`src/rtl/aes_sbox_ft_pkg.sv`:
```
package aes_sbox_ft_pkg;

    parameter int DW   = 8;
    parameter int NSTG = 4;
    parameter int PW   = 2 * DW;

    typedef logic [PW-1:0] payload_t;
    typedef logic [DW-1:0] elem_t;

    typedef enum logic {
        CT_RUN  = 1'b0,
        CT_HOLD = 1'b1
    } ctl_state_t;

    // multiply in GF(2^8) modulo x^8+x^4+x^3+x+1
    function automatic elem_t gf_mul(input elem_t a, input elem_t b);
        elem_t acc;
        elem_t sh;
        acc = '0;
        sh  = a;
        for (int i = 0; i < DW; i++) begin
            if (b[i]) acc = acc ^ sh;
            sh = {sh[DW-2:0], 1'b0} ^ (sh[DW-1] ? 8'h1B : 8'h00);
        end
        return acc;
    endfunction

    // repeated squaring: a^(2^n)
    function automatic elem_t gf_sqn(input elem_t a, input int n);
        elem_t r;
        r = a;
        for (int i = 0; i < n; i++) r = gf_mul(r, r);
        return r;
    endfunction

    function automatic elem_t rotl(input elem_t a, input int n);
        elem_t r;
        r = a;
        for (int i = 0; i < n; i++) r = {r[DW-2:0], r[DW-1]};
        return r;
    endfunction

    function automatic elem_t affine(input elem_t b);
        return b ^ rotl(b, 1) ^ rotl(b, 2) ^ rotl(b, 3) ^ rotl(b, 4) ^ 8'h63;
    endfunction

    // one pipeline step of x -> affine(x^254)
    //  step 0: x          -> {x^2,  x^3}
    //  step 1: {x^2, x^3} -> {x^14, x^15}
    //  step 2: {x^14,x^15}-> {0, x^254}
    //  step 3: {0, inv}   -> {0, affine(inv)}
    function automatic payload_t eval_step(input int stg, input payload_t din);
        elem_t    hi, lo, t, u;
        payload_t r;
        hi = din[PW-1:DW];
        lo = din[DW-1:0];
        r  = '0;
        unique case (stg)
            0: begin
                t = gf_mul(lo, lo);
                r = {t, gf_mul(t, lo)};
            end
            1: begin
                t = gf_sqn(lo, 2);
                r = {gf_mul(t, hi), gf_mul(t, lo)};
            end
            2: begin
                u = gf_sqn(lo, 4);
                r = {elem_t'(0), gf_mul(u, hi)};
            end
            default: begin
                r = {elem_t'(0), affine(lo)};
            end
        endcase
        return r;
    endfunction

endpackage

```
`src/rtl/sbox_dmr_stage.sv`:
```
module sbox_dmr_stage
    import aes_sbox_ft_pkg::*;
#(
    parameter int STG = 0
) (
    input  payload_t din,
    input  logic     v_in,
    input  elem_t    mask,
    output payload_t dout,
    output logic     err
);

    localparam int NCOPY = 2;

    payload_t res [NCOPY];

    for (genvar c = 0; c < NCOPY; c++) begin : g_copy
        payload_t raw;
        always_comb begin
            raw = eval_step(STG, din);
        end
        if (c == NCOPY - 1) begin : g_inj
            assign res[c] = raw ^ {elem_t'(0), mask};
        end else begin : g_plain
            assign res[c] = raw;
        end
    end

    assign dout = res[0];
    assign err  = v_in && (res[0] != res[NCOPY-1]);

endmodule

```
`src/rtl/sbox_pipe_ctrl.sv`:
```
module sbox_pipe_ctrl
    import aes_sbox_ft_pkg::*;
#(
    parameter int N = NSTG
) (
    input  logic         clk,
    input  logic         rst,
    input  logic [N-1:0] err_vec,
    output logic         adv,
    output logic         busy,
    output ctl_state_t   state
);

    ctl_state_t state_nx;
    logic       any_err;

    assign any_err = |err_vec;

    always_ff @(posedge clk) begin
        if (rst) state <= CT_RUN;
        else     state <= state_nx;
    end

    always_comb begin
        state_nx = state;
        adv      = 1'b0;
        busy     = 1'b0;
        unique case (state)
            CT_RUN: begin
                adv  = !any_err;
                busy = any_err;
                if (any_err) state_nx = CT_HOLD;   // trip
            end
            CT_HOLD: begin
                adv  = !any_err;
                busy = any_err;
                if (!any_err) state_nx = CT_RUN;   // clear
            end
        endcase
    end

endmodule

```
`src/rtl/aes_sbox_ft.sv`:
```
module aes_sbox_ft
    import aes_sbox_ft_pkg::*;
(
    input  logic               clk,
    input  logic               rst,
    input  logic               in_valid,
    input  logic [DW-1:0]      in_data,
    output logic               busy,
    output logic               out_valid,
    output logic [DW-1:0]      out_data,
    input  logic [NSTG*DW-1:0] fault_mask
);

    localparam int LAST = NSTG - 1;

    payload_t        st_in  [NSTG];
    payload_t        st_out [NSTG];
    payload_t        pipe_q [NSTG];
    logic [NSTG-1:0] st_vin;
    logic [NSTG-1:0] st_err;
    logic [NSTG-1:0] vld_q;
    logic            adv;
    ctl_state_t      ctl_state;

    for (genvar k = 0; k < NSTG; k++) begin : g_stage
        if (k == 0) begin : g_head
            assign st_in[k]  = {elem_t'(0), in_data};
            assign st_vin[k] = in_valid;
        end else begin : g_body
            assign st_in[k]  = pipe_q[k-1];
            assign st_vin[k] = vld_q[k-1];
        end

        sbox_dmr_stage #(.STG(k)) u_stage (
            .din  (st_in[k]),
            .v_in (st_vin[k]),
            .mask (fault_mask[k*DW +: DW]),
            .dout (st_out[k]),
            .err  (st_err[k])
        );
    end

    sbox_pipe_ctrl #(.N(NSTG)) u_ctrl (
        .clk     (clk),
        .rst     (rst),
        .err_vec (st_err),
        .adv     (adv),
        .busy    (busy),
        .state   (ctl_state)
    );

    always_ff @(posedge clk) begin
        if (rst) begin
            vld_q <= '0;
            for (int k = 0; k < NSTG; k++) pipe_q[k] <= '0;
        end else if (adv) begin
            for (int k = 0; k < NSTG; k++) begin
                vld_q[k] <= st_vin[k];
                if (st_vin[k]) pipe_q[k] <= st_out[k];
            end
        end else begin
            // frozen: the output pulse must not repeat
            vld_q[LAST] <= 1'b0;
        end
    end

    assign out_valid = vld_q[LAST] && (ctl_state == CT_RUN);
    assign out_data  = pipe_q[LAST][DW-1:0];

endmodule

```
`config.mk`:
```
export PLATFORM = sky130hd
export DESIGN_NAME = aes_sbox_ft
export DESIGN_NICKNAME = d
export VERILOG_FILES = /design/src/rtl/aes_sbox_ft_pkg.sv /design/src/rtl/sbox_dmr_stage.sv /design/src/rtl/sbox_pipe_ctrl.sv /design/src/rtl/aes_sbox_ft.sv
export SDC_FILE = /design/constraint.sdc
export NUM_CORES = 1
export LEC_CHECK = 0
export BUFFER_PORTS_ARGS = -buffer_cell sky130_fd_sc_hd__buf_2
export CAP_MARGIN = 20
export CORE_MARGIN = 4
export CORE_UTILIZATION = 65
export DETAILED_ROUTE_END_ITERATION = 8
export GPL_TIMING_DRIVEN = 0
export PLACE_DENSITY = 0.93
export SYNTH_ARGS = -nofsm -noshare
export SYNTH_HDL_FRONTEND = slang
export SYNTH_HIERARCHICAL = 1
export SYNTH_SLANG_ARGS = --single-unit
```
`constraint.sdc`:
```
create_clock -name clk -period 23.7 [get_ports clk]
set_input_delay 7.11 -clock clk [delete_from_list [all_inputs] [get_ports clk]]
set_output_delay 7.11 -clock clk [all_outputs]
set_load 0.02 [all_outputs]
```
==> impl_metrics.py <==
metrics = {
    "status": {
        "run_status": "finished clean",
    },
    "sta": {
        "final_critical_path_setup_slack_ns": 8.13,
        "layout_worst_path_cycle_share": 0.657,
        "finalClockSkew_ns": 0.00522,
        "hold_viol_final": 0,
        "worstMarginPinSlew_ns": 1.14,
        "fin_worst_hold_slack_ns": 0.609,
        "period_minus_slack_ns": 15.57,
        "slew_violations": 0,
        "final.setup.tns_ns": 0,
        "max-slew-margin-rel": 0.232,
        "setup_viol_count_final": 0,
        "rsz0062_at_grt": "no",
        "max_freq_ghz": 0.0642,
    },
    "cts": {
        "cts-root-to-sink-buffers": 2,
        "tritoncts_clock_tree": "yes",
        "worst_skew_pair.late_latency_ns": 0.31,
        "cts.reportedPaths.clkPinSlew_ns": 0.07,
        "ctsRootBufferMaster": "sky130_fd_sc_hd__clkbuf_16",
        "htree_levels": 2,
        "post_cts_resize_count": 0,
        "cts_buf_count": 5,
        "post_cts_buffers": 0,
        "holdBufCountCts": 0,
        "cts.sinks": 53,
    },
    "placed_design": {
        "placement.setup.worst_slack_ns": 8.17,
        "io_buffers": 48,
        "gp_congestion": 0.985,
        "dp_hpwl_um": 23500,
        "post_dp_cell_area_sq_mm": 0.0134,
    },
    "die": {
        "placeable_core_area_sq_mm": 0.0194,
        "initial_cell_density_of_the_core": 0.660,
        "design.portCount": 53,
        "std_cell_rows": 51,
        "die-height_um": 148,
        "chipWidth_um": 148,
        "floorplan.die_area_sq_mm": 0.0220,
    },
    "yosys": {
        "post_synth_net_total": 1525,
        "yosys_warnings": 6,
        "netlist_instances": 1475,
        "syn_area_sq_mm": 0.0128,
        "synth_area_per_cell_sq_um": 8.68,
    },
    "routing": {
        "wl_per_cell_um": 17.0,
        "detail_route.drc_violations": 0,
        "route.final.wire_length_um": 30500,
        "antenna_left": 0,
        "via_per_inst": 6.03,
        "drt_first_pass_iters": 6,
        "first_iter_violations": 996,
        "via_count": 10830,
    },
    "critical_path": {
        "cpPeakStageDelay_ns": 0.52,
        "timing_worst_setup_path_type": "in2out",
        "worstPathCellList": "buf_2 > nor4_1 > a21boi_0 > nor4_2 > inv_1 > buf_2",
        "path_delay_family": "simple AND/OR/NAND/NOR gates",
        "timing.critical_path.mode_cell": "sky130_fd_sc_hd__buf_2",
        "critPathLaunchType": "input pin",
        "worst-endpoint-arrival_ns": 8.46,
        "worstPathBufferInverterCount": 3,
        "cp_slowest_cell": "sky130_fd_sc_hd__nor4_2",
        "required_ns": 16.59,
        "critical_path.endpoint_type": "primary output",
        "maximum_fanout_encountered_on_the_critical_timing_path": 4,
    },
    "global_routing": {
        "grt_util_all_layers": 0.272,
        "grt_pass1_wl_um": 50500,
        "first_global_vias": 10428,
        "globalRoute.totalOverflow": 0,
        "pin_count_of_the_biggest_net_entering_global_routing": 19,
        "antenna_found_initial": 0,
    },
    "layout": {
        "drive_above_1_share": 0.176,
        "num-fill-cells": 1366,
        "layout-area-overhead-vs-synth_pct": 5.64,
        "final_net_count": 1580,
        "insertedDiodeCount": 0,
        "final_design_area_no_fill_sq_mm": 0.0135,
    },
    "run": {
        "max_cap_violations": 0,
    },
    "worst_hold_path": {
        "hp-class": "reg2reg",
    },
}
-- cells in the final DEF, fill, tap and decap left out, types with 9 or more instances in the layout --
cell type,n
sky130_fd_sc_hd__a21oi_1,42
sky130_fd_sc_hd__a22oi_1,16
sky130_fd_sc_hd__and2_1,21
sky130_fd_sc_hd__and2_2,12
sky130_fd_sc_hd__and2_4,20
sky130_fd_sc_hd__buf_2,83
sky130_fd_sc_hd__buf_4,14
sky130_fd_sc_hd__buf_6,15
sky130_fd_sc_hd__clkbuf_1,35
sky130_fd_sc_hd__edfxtp_1,48
sky130_fd_sc_hd__inv_1,19
sky130_fd_sc_hd__mux2_2,10
sky130_fd_sc_hd__mux2i_1,38
sky130_fd_sc_hd__nand2_1,243
sky130_fd_sc_hd__nand2b_1,33
sky130_fd_sc_hd__nand3_1,29
sky130_fd_sc_hd__nor2_1,69
sky130_fd_sc_hd__nor2b_1,18
sky130_fd_sc_hd__nor3_1,19
sky130_fd_sc_hd__o211ai_1,13
sky130_fd_sc_hd__o21ai_0,43
sky130_fd_sc_hd__o21ai_1,9
sky130_fd_sc_hd__xnor2_1,270
sky130_fd_sc_hd__xnor2_2,31
sky130_fd_sc_hd__xnor3_1,50
sky130_fd_sc_hd__xor2_1,98
sky130_fd_sc_hd__xor2_2,10
-- area by class of cell --
cell class	instances	area, sq um	share of cell area
buffer	104	599	0.0443
clock buffer	5	125	0.00925
clock inverter	3	25.0	0.00185
inverter	28	105	0.00777
multi-input combinational	1290	10600	0.781
sequential	53	1540	0.114
tap	265	332	0.0245
timing repair buffer	48	240	0.0178
-- path summary, 6_finish.rpt --
kind / slack [ns] / depth (start not counted) / from / end
max: 8.13 / 6 / fault_mask[8] / busy
max reg2reg: 14.93 / 27 / pipe_q[1][7] / pipe_q[2][4]
min: 0.61 / 2 / vld_q[2] / vld_q[2]
min reg2reg: 0.61 / 2 / vld_q[2] / vld_q[2]
-- metal layers --
metal | vias up | global-route usage | routed length (um)
met5 | - | 0 | 0
met4 | 0 | 0.0942 | 1020
met3 | 116 | 0.0259 | 1720
met2 | 482 | 0.484 | 15500
met1 | 5163 | 0.346 | 12300
li1 | 5069 | - | -
-- sequential cells by signal, summed over array words and instances, names as in the netlist --
register and count:
pipe_q 48, vld_q 4, u_ctrl/state 1
-- worst min-delay path: stages, from the launching register on --
cell,delay [ns]
sky130_fd_sc_hd__dfxtp_1,0.34
sky130_fd_sc_hd__mux2i_1,0.15
sky130_fd_sc_hd__nor2_1,0.07
-- through the flow --
stage                     cells  utilization
final                      1796        0.697
after floorplan            1475            -
after detailed placement   1788        0.689
after global placement     1788        0.689
after global routing       1796        0.697
after CTS                  1796        0.697
Power is not shown: default switching activity piles up to over one toggle a cycle in this logic, so the estimate is an artifact.
